==> src/rtl/ase_pkg.sv <==
// Package: shared register addresses and the sequencer state type.
// Assumes an 8-bit register data path and a 3-bit register address.
package ase_pkg;
    localparam logic [2:0] RA_CTRL = 3'd0;
    localparam logic [2:0] RA_LEN  = 3'd1;
    localparam logic [2:0] RA_GAP  = 3'd2;
    localparam logic [2:0] RA_GO   = 3'd3;
    localparam logic [2:0] RA_STAT = 3'd4;

    typedef enum logic [2:0] {
        SQ_IDLE,
        SQ_FETCH,
        SQ_LOAD,
        SQ_SHIFT,
        SQ_STORE,
        SQ_GAP
    } sq_state_t;
endpackage

==> src/rtl/ase_regfile.sv <==
// Register file: enable, length, gap and interrupt flag, plus the start pulse.
// Assumes IVL_W <= 8 and ADDR_W <= 8. Reads are combinational.
module ase_regfile #(
    parameter int ADDR_W = 5,
    parameter int IVL_W  = 8
) (
    input  logic              clk,
    input  logic              rst_n,
    input  logic              reg_we,
    input  logic [2:0]        reg_addr,
    input  logic [7:0]        reg_wdata,
    output logic [7:0]        reg_rdata,
    input  logic              busy_i,
    input  logic              irq_set_i,
    output logic              en_o,
    output logic [ADDR_W-1:0] len_o,
    output logic [IVL_W-1:0]  ivl_o,
    output logic              go_o,
    output logic              irq_o
);
    import ase_pkg::*;

    logic              en_q;
    logic [ADDR_W-1:0] len_q;
    logic [IVL_W-1:0]  ivl_q;
    logic              irq_q;
    logic              irq_clr;

    assign irq_clr = reg_we && (reg_addr == RA_STAT) && reg_wdata[1];

    // Purpose: hold the software-programmed settings.
    always_ff @(posedge clk) begin
        if (!rst_n) begin
            en_q  <= 1'b0;
            len_q <= '0;
            ivl_q <= '0;
        end else if (reg_we) begin
            case (reg_addr)
                RA_CTRL: en_q  <= reg_wdata[0];
                RA_LEN:  len_q <= reg_wdata[ADDR_W-1:0];
                RA_GAP:  ivl_q <= reg_wdata[IVL_W-1:0];
                default: ;
            endcase
        end
    end

    // Purpose: interrupt flag, where a set from the engine beats a software clear.
    always_ff @(posedge clk) begin
        if (!rst_n)         irq_q <= 1'b0;
        else if (irq_set_i) irq_q <= 1'b1;
        else if (irq_clr)   irq_q <= 1'b0;
    end

    // Purpose: read multiplexer.
    always_comb begin
        case (reg_addr)
            RA_CTRL: reg_rdata = {7'b0, en_q};
            RA_LEN:  reg_rdata = 8'(len_q);
            RA_GAP:  reg_rdata = 8'(ivl_q);
            RA_STAT: reg_rdata = {6'b0, irq_q, busy_i};
            default: reg_rdata = 8'h00;
        endcase
    end

    assign go_o  = reg_we && (reg_addr == RA_GO) && en_q;
    assign en_o  = en_q;
    assign len_o = len_q;
    assign ivl_o = ivl_q;
    assign irq_o = irq_q;
endmodule

==> src/rtl/ase_bufram.sv <==
// Buffer RAM: single port, synchronous read, DEPTH bytes.
// Assumes the caller multiplexes engine and host access onto the one port.
module ase_bufram #(
    parameter int DEPTH  = 32,
    parameter int ADDR_W = $clog2(DEPTH)
) (
    input  logic              clk,
    input  logic              we,
    input  logic [ADDR_W-1:0] addr,
    input  logic [7:0]        wdata,
    output logic [7:0]        rdata
);
    logic [7:0] mem [DEPTH];

    // Purpose: write on strobe and register the read data.
    always_ff @(posedge clk) begin
        if (we) mem[addr] <= wdata;
        rdata <= mem[addr];
    end
endmodule

==> src/rtl/ase_shifter.sv <==
// Byte shifter: drives sck low/high for eight bits, MSB first. Data changes on
// the falling edge and sdi is sampled on the rising edge. The half period is
// SCK_DIV clocks. done_o pulses one half period after the eighth rising edge.
// Assumes start_i is only pulsed while idle. hold_low_i forces sdo low.
module ase_shifter #(
    parameter int SCK_DIV = 2
) (
    input  logic       clk,
    input  logic       rst_n,
    input  logic       start_i,
    input  logic [7:0] tx_i,
    input  logic       hold_low_i,
    input  logic       sdi_i,
    output logic       sck_o,
    output logic       sdo_o,
    output logic [7:0] rx_o,
    output logic       done_o
);
    logic       active;
    logic       phase_hi;
    logic [2:0] bitn;
    logic [7:0] shreg;
    logic [7:0] rxreg;
    logic       sck_q;
    logic       sdo_q;
    logic       done_q;
    logic       tick;

    generate
        if (SCK_DIV == 1) begin : g_fast
            assign tick = 1'b1;
        end else begin : g_div
            localparam int HC_W = $clog2(SCK_DIV);
            logic [HC_W-1:0] hcnt;
            // Purpose: count clocks within one half period.
            always_ff @(posedge clk) begin
                if (!rst_n)                         hcnt <= '0;
                else if (start_i || !active || tick) hcnt <= '0;
                else                                hcnt <= hcnt + 1'b1;
            end
            assign tick = (hcnt == HC_W'(SCK_DIV - 1));
        end
    endgenerate

    // Purpose: bit sequencing, clock edges, data out and capture.
    always_ff @(posedge clk) begin
        if (!rst_n) begin
            active   <= 1'b0;
            phase_hi <= 1'b0;
            bitn     <= '0;
            shreg    <= '0;
            rxreg    <= '0;
            sck_q    <= 1'b1;
            sdo_q    <= 1'b0;
            done_q   <= 1'b0;
        end else begin
            done_q <= 1'b0;
            if (start_i) begin
                active   <= 1'b1;
                phase_hi <= 1'b0;
                bitn     <= '0;
                sck_q    <= 1'b0;
                sdo_q    <= tx_i[7];
                shreg    <= {tx_i[6:0], 1'b0};
            end else if (active && tick) begin
                if (!phase_hi) begin
                    sck_q    <= 1'b1;
                    rxreg    <= {rxreg[6:0], sdi_i};
                    phase_hi <= 1'b1;
                end else if (bitn == 3'd7) begin
                    active <= 1'b0;
                    done_q <= 1'b1;
                end else begin
                    sck_q    <= 1'b0;
                    sdo_q    <= shreg[7];
                    shreg    <= {shreg[6:0], 1'b0};
                    bitn     <= bitn + 3'd1;
                    phase_hi <= 1'b0;
                end
            end
            if (hold_low_i) sdo_q <= 1'b0;
        end
    end

    assign sck_o  = sck_q;
    assign sdo_o  = sdo_q;
    assign rx_o   = rxreg;
    assign done_o = done_q;
endmodule

==> src/rtl/ase_seq.sv <==
// Run sequencer: walks buffer entries 0..len, fetching, shifting, storing and
// inserting (IVL+1) serial clock periods of idle gap between bytes.
// Assumes the buffer read data is valid one cycle after the address.
module ase_seq #(
    parameter int ADDR_W  = 5,
    parameter int IVL_W   = 8,
    parameter int SCK_DIV = 2
) (
    input  logic              clk,
    input  logic              rst_n,
    input  logic              go_i,
    input  logic [ADDR_W-1:0] len_i,
    input  logic [IVL_W-1:0]  ivl_i,
    input  logic              sh_done_i,
    input  logic [7:0]        sh_rx_i,
    input  logic [7:0]        ram_rdata_i,
    output logic              sh_start_o,
    output logic [7:0]        sh_tx_o,
    output logic [ADDR_W-1:0] ram_addr_o,
    output logic              ram_we_o,
    output logic [7:0]        ram_wdata_o,
    output logic              busy_o,
    output logic              irq_set_o
);
    import ase_pkg::*;

    localparam int PERIOD = 2 * SCK_DIV;
    localparam int SUB_W  = $clog2(PERIOD);

    sq_state_t         state;
    logic [ADDR_W-1:0] idx;
    logic [ADDR_W-1:0] last;
    logic [IVL_W-1:0]  ivl_q;
    logic [IVL_W-1:0]  per;
    logic [SUB_W-1:0]  sub;
    logic              busy_q;

    // Purpose: run state machine, entry index and gap timer.
    always_ff @(posedge clk) begin
        if (!rst_n) begin
            state  <= SQ_IDLE;
            idx    <= '0;
            last   <= '0;
            ivl_q  <= '0;
            per    <= '0;
            sub    <= '0;
            busy_q <= 1'b0;
        end else begin
            case (state)
                SQ_IDLE: if (go_i) begin
                    idx    <= '0;
                    last   <= len_i;
                    ivl_q  <= ivl_i;
                    busy_q <= 1'b1;
                    state  <= SQ_FETCH;
                end
                SQ_FETCH: state <= SQ_LOAD;
                SQ_LOAD:  state <= SQ_SHIFT;
                SQ_SHIFT: if (sh_done_i) state <= SQ_STORE;
                SQ_STORE: begin
                    if (idx == last) begin
                        busy_q <= 1'b0;
                        state  <= SQ_IDLE;
                    end else begin
                        idx   <= idx + 1'b1;
                        per   <= ivl_q;
                        sub   <= '0;
                        state <= SQ_GAP;
                    end
                end
                SQ_GAP: begin
                    if (sub == SUB_W'(PERIOD - 1)) begin
                        sub <= '0;
                        if (per == '0) state <= SQ_FETCH;
                        else           per   <= per - 1'b1;
                    end else begin
                        sub <= sub + 1'b1;
                    end
                end
                default: state <= SQ_IDLE;
            endcase
        end
    end

    assign sh_start_o  = (state == SQ_LOAD);
    assign sh_tx_o     = ram_rdata_i;
    assign ram_addr_o  = idx;
    assign ram_we_o    = (state == SQ_STORE);
    assign ram_wdata_o = sh_rx_i;
    assign irq_set_o   = (state == SQ_STORE) && (idx == last);
    assign busy_o      = busy_q;
endmodule

==> src/rtl/auto_serial_engine.sv <==
// Top: automatic buffered serial transfer engine. Joins the register file,
// sequencer, shifter and buffer RAM. The engine owns the RAM port while busy,
// and the host owns it otherwise. Assumes sdi_i is synchronous to clk.
module auto_serial_engine #(
    parameter int DEPTH   = 32,
    parameter int SCK_DIV = 2,
    parameter int IVL_W   = 8,
    localparam int ADDR_W = $clog2(DEPTH)
) (
    input  logic              clk,
    input  logic              rst_n,
    input  logic              reg_we,
    input  logic [2:0]        reg_addr,
    input  logic [7:0]        reg_wdata,
    output logic [7:0]        reg_rdata,
    input  logic              buf_we,
    input  logic [ADDR_W-1:0] buf_addr,
    input  logic [7:0]        buf_wdata,
    output logic [7:0]        buf_rdata,
    output logic              sck_o,
    output logic              sdo_o,
    input  logic              sdi_i,
    output logic              busy_o,
    output logic              irq_o
);
    logic              ctrl_en;
    logic [ADDR_W-1:0] len;
    logic [IVL_W-1:0]  ivl;
    logic              go;
    logic              irq_set;
    logic              busy;
    logic              sh_start;
    logic [7:0]        sh_tx;
    logic [7:0]        sh_rx;
    logic              sh_done;
    logic [ADDR_W-1:0] eng_addr;
    logic              eng_we;
    logic [7:0]        eng_wdata;
    logic [ADDR_W-1:0] ram_addr;
    logic              ram_we;
    logic [7:0]        ram_wdata;
    logic [7:0]        ram_rdata;

    ase_regfile #(.ADDR_W(ADDR_W), .IVL_W(IVL_W)) regs_i (
        .clk(clk), .rst_n(rst_n),
        .reg_we(reg_we), .reg_addr(reg_addr), .reg_wdata(reg_wdata),
        .reg_rdata(reg_rdata), .busy_i(busy), .irq_set_i(irq_set),
        .en_o(ctrl_en), .len_o(len), .ivl_o(ivl), .go_o(go), .irq_o(irq_o)
    );

    ase_seq #(.ADDR_W(ADDR_W), .IVL_W(IVL_W), .SCK_DIV(SCK_DIV)) seq_i (
        .clk(clk), .rst_n(rst_n), .go_i(go), .len_i(len), .ivl_i(ivl),
        .sh_done_i(sh_done), .sh_rx_i(sh_rx), .ram_rdata_i(ram_rdata),
        .sh_start_o(sh_start), .sh_tx_o(sh_tx), .ram_addr_o(eng_addr),
        .ram_we_o(eng_we), .ram_wdata_o(eng_wdata), .busy_o(busy),
        .irq_set_o(irq_set)
    );

    ase_shifter #(.SCK_DIV(SCK_DIV)) shf_i (
        .clk(clk), .rst_n(rst_n), .start_i(sh_start), .tx_i(sh_tx),
        .hold_low_i(!busy), .sdi_i(sdi_i), .sck_o(sck_o), .sdo_o(sdo_o),
        .rx_o(sh_rx), .done_o(sh_done)
    );

    // Purpose: give the engine the RAM port while busy, the host otherwise.
    always_comb begin
        if (busy) begin
            ram_addr  = eng_addr;
            ram_we    = eng_we;
            ram_wdata = eng_wdata;
        end else begin
            ram_addr  = buf_addr;
            ram_we    = buf_we;
            ram_wdata = buf_wdata;
        end
    end

    ase_bufram #(.DEPTH(DEPTH), .ADDR_W(ADDR_W)) ram_i (
        .clk(clk), .we(ram_we), .addr(ram_addr), .wdata(ram_wdata),
        .rdata(ram_rdata)
    );

    assign buf_rdata = ram_rdata;
    assign busy_o    = busy;
endmodule

==> config.mk <==
export PLATFORM = sky130hd
export DESIGN_NAME = auto_serial_engine
export DESIGN_NICKNAME = d
export VERILOG_FILES = /design/src/rtl/ase_pkg.sv /design/src/rtl/ase_regfile.sv /design/src/rtl/ase_bufram.sv /design/src/rtl/ase_shifter.sv /design/src/rtl/ase_seq.sv /design/src/rtl/auto_serial_engine.sv
export SDC_FILE = /design/constraint.sdc
export NUM_CORES = 1
export LEC_CHECK = 0
export BUFFER_PORTS_ARGS = -buffer_cell sky130_fd_sc_hd__buf_2
export CORE_MARGIN = 2
export CORE_UTILIZATION = 45
export DETAILED_ROUTE_END_ITERATION = 16
export GPL_TIMING_DRIVEN = 1
export SLEW_MARGIN = 20
export SYNTH_ARGS = -nofsm -noshare
export SYNTH_HDL_FRONTEND = slang
export SYNTH_SLANG_ARGS = --single-unit
==> constraint.sdc <==
create_clock -name clk -period 4.65 [get_ports clk]
set_input_delay 0.93 -clock clk [delete_from_list [all_inputs] [get_ports clk]]
set_output_delay 0.93 -clock clk [all_outputs]
set_load 0.02 [all_outputs]
==> results.tsv <==
stage	metric	value	unit
timing	hold_viol	0	
timing	min_period	3.404	ns
detailed_routing	dr.pass1.iters	6	
clock_tree	clock-sinks	335	
placed_design	port_buffers	48	
clock_tree	cts_buffers	36	
detailed_routing	routed_wl	33120	µm
timing	rsz0062_at_grt	false	
global_route	antenna_found_initial	0	
detailed_routing	drt_iter0_drc	743	
finish	diodes	0	
yosys	synth_fa_ha_area_share	0.5501	%
finish	nets	1052	
timing	fmax	293.7	MHz
yosys	synthSimpleGateAreaFrac	10.14	%
yosys	synth_warnings	0	
yosys	ys_types	59	
power_and_ir_drop	finalPower	6.232	mW
min_path	hp-class	register to register	
timing	worst_slack	1.246	ns
setup_path	start_kind	register	
yosys	synth_xor_area_share	0.5134	%
setup_path	worstPathArrival	3.76	ns
placed_design	pre_cts_ws	1.181	ns
global_route	grt_overflow	0	
run_status	status	complete, no violations	
timing	slew_violations	0	
setup_path	critPathMaxFanout	68	
finish	final_cell_mix	edfxtp_1 (256), nor2_1 (110), mux2i_1 (99)	
die	die_height	178.2	µm
global_route	grt_max_degree	69	
job	cap_violations	0	
power_and_ir_drop	leakage	5.193	nW
placed_design	dp_hpwl	21360	µm
timing	slew_headroom	32.23	%
detailed_routing	avgRoutedWirePerCell	23.11	µm
timing	fin_crit_sh	73.21	%
global_route	grt_pass1_wl	49530	µm
yosys	syn_avg_cell_area	14.16	µm²
clock_tree	tritoncts	built	
clock_tree	clk_latency	0.52	ns
clock_tree	ctsHoldBuffers	0	
die	die_w	178.2	µm
die	rows	63	
detailed_routing	route.vias.total	8324	
timing	setup_viol	0	
power_and_ir_drop	ir_drop	0.1898	mV
finish	drive_gt1_share	14.67	%
timing	final.setup.tns	0	ns
finish	syn_to_final_growth	12.51	%
yosys	async_flop_share	0	%
global_route	track_usage	21.21	%
finish	instances_no_fill	1433	
yosys	ys.flop_type	edfxtp_1	
clock_tree	cts.clk_slew.worst_paths	0.06	ns
die	coreArea	29720	µm²
die	fp.dieArea	31740	µm²
die	io_pins	49	
detailed_routing	vias_per_cell	5.809	
power_and_ir_drop	cellPowerDensity	405.9	nW/µm²
global_route	grt_pass1_vias	7992	
finish	final_common_cell	edfxtp_1	
detailed_routing	drc	0	
yosys	synth_cells	964	
placed_design	place_congestion	0.9192	
yosys	synth-compound-area-share	6.087	%
placed_design	placed_cells	1369	
yosys	seq_area_frac_synth	67.91	%
yosys	synth-edff-count	256	
detailed_routing	drt.antenna.violating_nets	0	
clock_tree	htree_levels	2	
yosys	synth_nets	999	
finish	fin_area	15360	µm²
timing	worstMarginPinSlew	1.011	ns
clock_tree	clock_path_buffers	3	
clock_tree	root_buffer	clkbuf_16	
setup_path	path_class	register to register	
clock_tree	ctsResizeCount	0	
yosys	ys_ff_latch	335	
clock_tree	cts_setup_buffers	0	
timing	fin_skew	0.01044	ns
die	start_util	45.93	%
setup_path	end_kind	register	
placed_design	place_area	14260	µm²
setup_path	required	5.01	ns
yosys	synth_area	13650	µm²
yosys	synth_top_family_by_area	multiplexers	
yosys	synth.mux.area_fraction	12.66	%
==> critical path, stage by stage, from the launching register on <==
cell and delay (ns):
dfxtp_1 0.74, mux2_8 0.74, mux4_2 0.61, nor2b_1 0.18
a2111oi_1 0.76, nand3_1 0.17
==> cell usage after synthesis, drive strengths merged (6+ instances only) <==
cell / number / area share [%]
edfxtp: 256 / 56
nor2: 111 / 3.1
mux2i: 101 / 7.4
dfxtp: 79 / 12
nand2: 67 / 1.8
a21oi: 45 / 1.7
buf: 28 / 1.3
mux4: 26 / 4.3
nor3: 24 / 0.92
clkbuf: 22 / 0.61
nand3: 18 / 0.66
o21ai: 18 / 0.66
o32ai: 17 / 1.1
nor4: 14 / 0.64
nor2b: 13 / 0.60
mux2: 11 / 0.94
nand2b: 11 / 0.50
a22oi: 9 / 0.50
o22ai: 9 / 0.41
inv: 7 / 0.19
a211oi: 6 / 0.33
ha: 6 / 0.55
nand4: 6 / 0.28
==> power by group <==
group	leakage [nW]	total, mW	switching (mW)	internal (mW)
Sequential	2.95	3.27	0.0193	3.25
Combinational	1.72	0.301	0.208	0.0928
Clock	0.529	2.66	1.11	1.55
==> per-layer routing <==
metal / up-vias / share of wire (%) / global-route usage, %
li1: 3800 / - / -
met1: 4149 / 43 / 29.50
met2: 306 / 47 / 33.64
met3: 69 / 6.9 / 4.071
met4: 0 / 3.0 / 7.001
met5: - / 0 / 0
==> sequential cells by signal (all words and copies together) (netlist names), 2 cells and up <==
signal	cells
ram_i.rdata	8
shf_i.rx_o	8
ram_i.mem	256
shf_i.bitn	3
seq_i.sub	2
seq_i.last	5
seq_i.ram_addr_o	5
seq_i.per	8
shf_i.shreg	7
seq_i.state	3
regs_i.len_o	5
seq_i.ivl_q	8
regs_i.ivl_o	8
==> path summary, 6_finish.rpt <==
check / start / to / slack [ns] / cells past startpoint
max: seq_i.busy_o / ram_i.rdata[0] / 1.25 / 5
min: shf_i.shreg[1] / shf_i.shreg[1] / 0.47 / 2
max reg2reg: seq_i.busy_o / ram_i.rdata[0] / 1.25 / 5
min reg2reg: shf_i.shreg[1] / shf_i.shreg[1] / 0.47 / 2
==> cells by family (layout without fill, tap and decap cells) <==
family | count (synthesis) | in the layout
simple gates | 293 | 293
compound gates | 127 | 127
flops | 335 | 335
xor+xnor | 8 | 8
mux | 138 | 138
buf+inv | 57 | 136
fa+ha+maj | 6 | 6
==> layout make-up <==
| class | instances | area [µm²] |
|---|---|---|
| inverter | 7 | 26.28 |
| fill | 2478 | 14360 |
| timing repair buffer | 65 | 367.9 |
| sequential | 335 | 9269 |
| clock buffer | 49 | 991.0 |
| clock inverter | 15 | 107.6 |
| multi-input combinational | 572 | 4106 |
| tap | 390 | 488.0 |
==> per-stage QoR <==
| stage | util, % | hold slack, ns |
|---|---|---|
| 2_1_floorplan | - | 0.4472 |
| 3_3_place_gp | 47.98 | 0.4572 |
| 3_5_place_dp | 47.98 | 0.4658 |
| 4_1_cts | 51.67 | 0.4737 |
| 5_1_grt | 51.67 | 0.5081 |
| 6_report | 51.67 | 0.4717 |
Note: power is estimated with default switching activity, not from simulation.
